--- src/rtl/cnt_field_pkg.sv ---
package cnt_field_pkg;
  typedef enum logic [1:0] {
    ACT_HOLD = 2'd0,
    ACT_UP   = 2'd1,
    ACT_DN   = 2'd2,
    ACT_WR   = 2'd3
  } cnt_act_e;
endpackage

--- src/rtl/cnt_field_next.sv ---
module cnt_field_next
  import cnt_field_pkg::*;
#(
  parameter int unsigned W        = 8,
  parameter bit          HAS_INCR = 1'b1,
  parameter bit          HAS_DECR = 1'b1,
  parameter bit          INCR_SAT = 1'b0,
  parameter bit          DECR_SAT = 1'b1
) (
  input  logic [W-1:0] cur_i,
  input  logic         sw_we_i,
  input  logic [W-1:0] sw_wdata_i,
  input  logic         incr_i,
  input  logic         decr_i,
  output logic [W-1:0] next_o,
  output logic         load_o,
  output logic         wrap_up_o,
  output logic         wrap_dn_o
);
  localparam logic [W-1:0] MAX_V = '1;
  localparam logic [W-1:0] ONE_V = W'(1);

  cnt_act_e act;
  logic up, dn, at_max, at_min;

  assign up     = HAS_INCR & incr_i;
  assign dn     = HAS_DECR & decr_i;
  assign at_max = (cur_i == MAX_V);
  assign at_min = (cur_i == '0);

  always_comb begin
    if (sw_we_i)        act = ACT_WR;
    else if (up && !dn) act = ACT_UP;
    else if (dn && !up) act = ACT_DN;
    else                act = ACT_HOLD;
  end

  always_comb begin
    next_o    = cur_i;
    load_o    = 1'b0;
    wrap_up_o = 1'b0;
    wrap_dn_o = 1'b0;
    unique case (act)
      ACT_WR: begin
        next_o = sw_wdata_i;
        load_o = 1'b1;
      end
      ACT_UP: begin
        // saturating build: no load at the limit
        if (!(INCR_SAT && at_max)) begin
          next_o    = cur_i + ONE_V;
          load_o    = 1'b1;
          wrap_up_o = at_max;
        end
      end
      ACT_DN: begin
        if (!(DECR_SAT && at_min)) begin
          next_o    = cur_i - ONE_V;
          load_o    = 1'b1;
          wrap_dn_o = at_min;
        end
      end
      default: ;
    endcase
  end
endmodule

--- src/rtl/cnt_field_store.sv ---
module cnt_field_store #(
  parameter int unsigned W          = 8,
  parameter bit          HAS_RESET  = 1'b1,
  parameter logic [W-1:0] RESET_VAL = '0,
  parameter bit          HAS_PARITY = 1'b1
) (
  input  logic         clk_i,
  input  logic         rst_ni,
  input  logic [W-1:0] next_i,
  input  logic         load_i,
  output logic [W-1:0] value_o,
  output logic         parity_err_o
);
  localparam logic RESET_PAR = ^RESET_VAL;

  logic [W-1:0] value_q;
  logic         par_q;

  if (HAS_RESET) begin : g_rst
    always_ff @(posedge clk_i or negedge rst_ni) begin
      if (!rst_ni)     value_q <= RESET_VAL;
      else if (load_i) value_q <= next_i;
    end
  end else begin : g_norst
    // no reset value configured: the field is never reset
    logic unused_rst;
    assign unused_rst = rst_ni;
    always_ff @(posedge clk_i) begin
      if (load_i) value_q <= next_i;
    end
  end

  if (HAS_PARITY) begin : g_par
    if (HAS_RESET) begin : g_par_rst
      always_ff @(posedge clk_i or negedge rst_ni) begin
        if (!rst_ni)     par_q <= RESET_PAR;
        else if (load_i) par_q <= ^next_i;
      end
    end else begin : g_par_norst
      always_ff @(posedge clk_i) begin
        if (load_i) par_q <= ^next_i;
      end
    end
    assign parity_err_o = par_q ^ (^value_q);
  end else begin : g_nopar
    assign par_q        = 1'b0;
    assign parity_err_o = 1'b0;
  end

  assign value_o = value_q;
endmodule

--- src/rtl/cnt_field_flags.sv ---
module cnt_field_flags #(
  parameter int unsigned W            = 8,
  parameter bit          HAS_INCR     = 1'b1,
  parameter bit          HAS_DECR     = 1'b1,
  parameter bit          INCR_SAT     = 1'b0,
  parameter bit          DECR_SAT     = 1'b1,
  parameter bit          HAS_INCR_THR = 1'b1,
  parameter logic [W-1:0] INCR_THR    = '1,
  parameter bit          HAS_DECR_THR = 1'b1,
  parameter logic [W-1:0] DECR_THR    = '0
) (
  input  logic [W-1:0] value_i,
  input  logic         wrap_up_i,
  input  logic         wrap_dn_i,
  output logic         incr_thr_o,
  output logic         decr_thr_o,
  output logic         incr_sat_o,
  output logic         overflow_o,
  output logic         decr_sat_o,
  output logic         underflow_o
);
  localparam logic [W-1:0] MAX_V = '1;

  if (HAS_INCR && HAS_INCR_THR) begin : g_ithr
    assign incr_thr_o = (value_i >= INCR_THR);
  end else begin : g_noithr
    assign incr_thr_o = 1'b0;
  end

  if (HAS_DECR && HAS_DECR_THR) begin : g_dthr
    assign decr_thr_o = (value_i <= DECR_THR);
  end else begin : g_nodthr
    assign decr_thr_o = 1'b0;
  end

  // exactly one limit output per direction
  if (HAS_INCR && INCR_SAT) begin : g_isat
    assign incr_sat_o = (value_i == MAX_V);
    assign overflow_o = 1'b0;
  end else if (HAS_INCR) begin : g_iwrap
    assign incr_sat_o = 1'b0;
    assign overflow_o = wrap_up_i;
  end else begin : g_noinc
    assign incr_sat_o = 1'b0;
    assign overflow_o = 1'b0;
  end

  if (HAS_DECR && DECR_SAT) begin : g_dsat
    assign decr_sat_o  = (value_i == '0);
    assign underflow_o = 1'b0;
  end else if (HAS_DECR) begin : g_dwrap
    assign decr_sat_o  = 1'b0;
    assign underflow_o = wrap_dn_i;
  end else begin : g_nodec
    assign decr_sat_o  = 1'b0;
    assign underflow_o = 1'b0;
  end
endmodule

--- src/rtl/cnt_field.sv ---
module cnt_field #(
  parameter int unsigned W            = 8,
  parameter bit          HAS_INCR     = 1'b1,
  parameter bit          HAS_DECR     = 1'b1,
  parameter bit          INCR_SAT     = 1'b0,
  parameter bit          DECR_SAT     = 1'b1,
  parameter bit          HAS_INCR_THR = 1'b1,
  parameter logic [W-1:0] INCR_THR    = W'(200),
  parameter bit          HAS_DECR_THR = 1'b1,
  parameter logic [W-1:0] DECR_THR    = '0,
  parameter bit          HAS_RESET    = 1'b1,
  parameter logic [W-1:0] RESET_VAL   = W'(5),
  parameter bit          HAS_PARITY   = 1'b1
) (
  input  logic         clk_i,
  input  logic         rst_ni,
  input  logic         sw_we_i,
  input  logic [W-1:0] sw_wdata_i,
  input  logic         incr_i,
  input  logic         decr_i,
  output logic [W-1:0] value_o,
  output logic         incr_thr_o,
  output logic         decr_thr_o,
  output logic         incr_sat_o,
  output logic         overflow_o,
  output logic         decr_sat_o,
  output logic         underflow_o,
  output logic         parity_err_o
);
  logic [W-1:0] next_val;
  logic         load;
  logic         wrap_up, wrap_dn;

  cnt_field_next #(
    .W(W), .HAS_INCR(HAS_INCR), .HAS_DECR(HAS_DECR),
    .INCR_SAT(INCR_SAT), .DECR_SAT(DECR_SAT)
  ) u_next (
    .cur_i(value_o), .sw_we_i(sw_we_i), .sw_wdata_i(sw_wdata_i),
    .incr_i(incr_i), .decr_i(decr_i),
    .next_o(next_val), .load_o(load),
    .wrap_up_o(wrap_up), .wrap_dn_o(wrap_dn)
  );

  cnt_field_store #(
    .W(W), .HAS_RESET(HAS_RESET), .RESET_VAL(RESET_VAL), .HAS_PARITY(HAS_PARITY)
  ) u_store (
    .clk_i(clk_i), .rst_ni(rst_ni), .next_i(next_val), .load_i(load),
    .value_o(value_o), .parity_err_o(parity_err_o)
  );

  cnt_field_flags #(
    .W(W), .HAS_INCR(HAS_INCR), .HAS_DECR(HAS_DECR),
    .INCR_SAT(INCR_SAT), .DECR_SAT(DECR_SAT),
    .HAS_INCR_THR(HAS_INCR_THR), .INCR_THR(INCR_THR),
    .HAS_DECR_THR(HAS_DECR_THR), .DECR_THR(DECR_THR)
  ) u_flags (
    .value_i(value_o), .wrap_up_i(wrap_up), .wrap_dn_i(wrap_dn),
    .incr_thr_o(incr_thr_o), .decr_thr_o(decr_thr_o),
    .incr_sat_o(incr_sat_o), .overflow_o(overflow_o),
    .decr_sat_o(decr_sat_o), .underflow_o(underflow_o)
  );
endmodule

--- config.mk ---
export PLATFORM = sky130hd
export DESIGN_NAME = cnt_field
export DESIGN_NICKNAME = d
export VERILOG_FILES = /design/src/rtl/cnt_field_pkg.sv /design/src/rtl/cnt_field_next.sv /design/src/rtl/cnt_field_store.sv /design/src/rtl/cnt_field_flags.sv /design/src/rtl/cnt_field.sv
export SDC_FILE = /design/constraint.sdc
export NUM_CORES = 1
export LEC_CHECK = 0
export ABC_AREA = 1
export BUFFER_PORTS_ARGS = -buffer_cell sky130_fd_sc_hd__buf_2
export CORE_MARGIN = 2
export CORE_UTILIZATION = 45
export CTS_CLUSTER_SIZE = 16
export DETAILED_ROUTE_END_ITERATION = 10
export GPL_ROUTABILITY_DRIVEN = 0
export PLACE_DENSITY = 0.68
export SLEW_MARGIN = 15
export SYNTH_ARGS = -nofsm -noshare
export SYNTH_HDL_FRONTEND = slang
export SYNTH_HIERARCHICAL = 1
export SYNTH_SLANG_ARGS = --single-unit
--- constraint.sdc ---
create_clock -name clk_i -period 2.2 [get_ports clk_i]
set_input_delay 0.55 -clock clk_i [delete_from_list [all_inputs] [get_ports clk_i]]
set_output_delay 0.55 -clock clk_i [all_outputs]
set_load 0.01 [all_outputs]
==> results.py <==
metrics = {
    "cells_and_area": {
        "num_antenna_cells": 0,
        "syn2layout_area_growth_pct": 27.4,
        "drive_gt1_frac": 0.307,
        "design_area_um2": 1650,
        "finish.net_count": 286,
        "final-instance-count-excl-fill": 301,
    },
    "cts": {
        "h-tree-depth": 1,
        "total_clock_buffers_created_by_cts": 3,
        "cts_tree": "built",
        "insertion_delay_ns": 0.27,
        "clockBufferDepth": 2,
        "hold_bufs_at_cts": 0,
        "cts_root_buf": "clkbuf_4",
        "numClockSinks": 9,
        "clock_slew_at_reported_path_ffs_ns": 0.07,
    },
    "worst_setup_path": {
        "cp_slowest_stage_delay_ns": 0.58,
        "critical_path.cell_chain": "ha_4 -> nand2_4 -> nor2_4 -> nand3_2 -> nor4_2 -> buf_2",
        "crit_slowest_cell": "dfstp_2",
        "crit_type": "reg2out",
        "critPathRequiredTime_ns": 1.65,
        "setup.worst_path.end_class": "primary output",
        "critPathLaunchType": "flip-flop",
        "critical_path_arrival_ns": 1.65,
        "worstPathMaxFanout": 3,
        "crit_buf_inv": 1,
        "crit_family": "flip-flops",
    },
    "placement": {
        "place.detailed.hpwl_um": 2620,
        "place.detailed.instances": 285,
        "placed_cell_area_um2": 1460,
        "port_buffer_cells": 25,
    },
    "timing": {
        "rsz0062_at_grt": "yes",
        "finalSetupViolations": 1,
        "hold_vio_cnt_final": 0,
        "final-max-slew-violation-count": 0,
        "final.period_utilization": 1.00,
        "post-route-worst-setup-slack_ns": -0.00440,
        "timing.hold.ws_ns": 0.126,
        "layout_min_cycle_time_ns": 2.20,
        "finClkSkew_ns": 0.00931,
        "max_freq_mhz": 454,
    },
    "floorplan": {
        "initial_core_util": 0.472,
        "dieHeight_um": 57.6,
        "ios": 28,
        "number_of_standard_cell_rows_in_the_floorplan": 19,
        "die-area_um2": 3310,
        "placeableCoreArea_um2": 2730,
        "floorplan.die.width_um": 57.6,
    },
    "logic_synthesis": {
        "synth_area_um2": 1290,
        "post_synth_inst_count": 226,
        "syn_area_per_cell_um2": 5.71,
        "yosys_warn_count": 6,
    },
    "grt": {
        "grt_pass1_vias": 1367,
        "initial_antenna_violation_count": 0,
        "grt.total_usage": 0.224,
        "global_route_wire_length_before_repair_um": 5870,
        "grt_overflow": 0,
        "pin_count_of_the_biggest_net_entering_global_routing": 13,
    },
    "job": {
        "max_cap_viol_count": 0,
    },
    "routing": {
        "vias": 1541,
        "routed_wirelength_um": 3650,
        "routedLengthMet1_um": 1620,
        "postRouteAntennaNets": 0,
        "highest_layer": "met4",
        "met2_wirelength_um": 1760,
        "avgRoutedWirePerCell_um": 12.1,
        "detailedRoute.firstIterationViolations": 95,
        "drtPass1Iterations": 4,
        "vias_per_cell": 5.12,
        "wl_met3_um": 227,
        "route.detailed.drc": 0,
    },
    "pwr": {
        "vdd.ir_drop.worst_v": 0.000631,
        "p_leak_uw": 0.000907,
        "power.density_cell_area_nw_per_um2": 670,
    },
    "worst_hold_path": {
        "hp-class": "in2async",
    },
    "outcome": {
        "outcome": "finished with violations",
        "failing_checks": "negative setup slack",
    },
}
## worst reg2reg max path: stages (launching register included)
cell and delay (ns):
dfstp_2 0.58, buf_6 0.12, clkinvlp_4 0.11, ha_4 0.19, nand2_4 0.10, nor2_4 0.06, nor2_4 0.19, nand2_1 0.09
nand4_1 0.15, inv_1 0.10, nand2_1 0.08, nand2_2 0.06, nand2_1 0.06, nand2_1 0.05, nand2_1 0.06, nand3_1 0.07
nand2_1 0.06
## layer usage
layer	vias up	GRT usage
met4	0	0.0498
met2	57	0.373
met3	4	0.0431
met5	-	0
met1	690	0.301
li1	790	-
## placed cells by master, fill, tap and decap left out, types with 2 or more instances in the layout
| master | n |
|---|---|
| dfrtp_1 | 5 |
| ha_4 | 2 |
| clkbuf_4 | 3 |
| conb_1 | 2 |
| o21ai_0 | 12 |
| nand4_1 | 8 |
| buf_4 | 19 |
| inv_2 | 2 |
| a21oi_1 | 2 |
| nand2_2 | 7 |
| buf_2 | 25 |
| nor2_4 | 3 |
| buf_6 | 2 |
| dfrtp_2 | 2 |
| nor2_2 | 5 |
| nor2_1 | 13 |
| nand3_1 | 21 |
| nand2_4 | 3 |
| xor2_1 | 3 |
| nand2_1 | 91 |
| inv_1 | 26 |
| dfstp_2 | 2 |
## registers in the layout (all words and copies together), names as in the netlist
name	cells
u_store/value_o	8
u_store/par_q	1
## per-stage QoR
| stage | power, µW | setup slack (ns) | setup TNS (ns) | util |
|---|---|---|---|---|
| 3_5_place_dp | 866 | 0.141 | 0 | 0.533 |
| 3_3_place_gp | 864 | 0.190 | 0 | 0.533 |
| 4_1_cts | 1010 | 0.00266 | 0 | 0.556 |
| 6_report | 1100 | -0.00440 | -0.00440 | 0.602 |
| 2_1_floorplan | 697 | 0.241 | 0 | - |
| 5_1_grt | 1210 | -0.154 | -0.284 | 0.602 |
## repair_timing
item / CTS / global route
endpoints found under the setup margin: 1 / 3
buffers inserted: 4 / 8
gates resized for setup: 2 / 19
pin swaps: 1 / 14
## where the power goes
| part | switching [µW] | internal, µW | leakage [µW] |
|---|---|---|---|
| sequential | 80.6 | 205 | 0.000104 |
| combinational | 401 | 283 | 0.000788 |
| clock | 62.9 | 70.0 | 0.0000150 |
## area by class of cell
cell class / count / area [µm²]
well taps: 31 / 38.8
multi-input cells: 181 / 941
flip-flops and latches: 9 / 230
fillers: 271 / 1090
repair buffers: 46 / 290
inverters: 30 / 119
clock buffers: 4 / 26.3
## worst paths after layout
kind / startpoint / to / slack [ns] / depth (start not counted)
setup / recovery: u_store/value_o[0]$_DFFE_PN1P_ / overflow_o / -0.004 / 6
hold / removal: rst_ni / u_store/par_q$_DFFE_PN0P_ / 0.13 / 1
setup reg to reg: u_store/value_o[0]$_DFFE_PN1P_ / u_store/par_q$_DFFE_PN0P_ / 0.01 / 16
hold reg to reg: u_store/par_q$_DFFE_PN0P_ / u_store/par_q$_DFFE_PN0P_ / 0.54 / 2
max in group asynchronous: rst_ni / u_store/value_o[2]$_DFFE_PN1P_ / 1.82 / 1
min in group clk_i: u_store/par_q$_DFFE_PN0P_ / u_store/par_q$_DFFE_PN0P_ / 0.54 / 2
(Power assumes the default switching activity.)
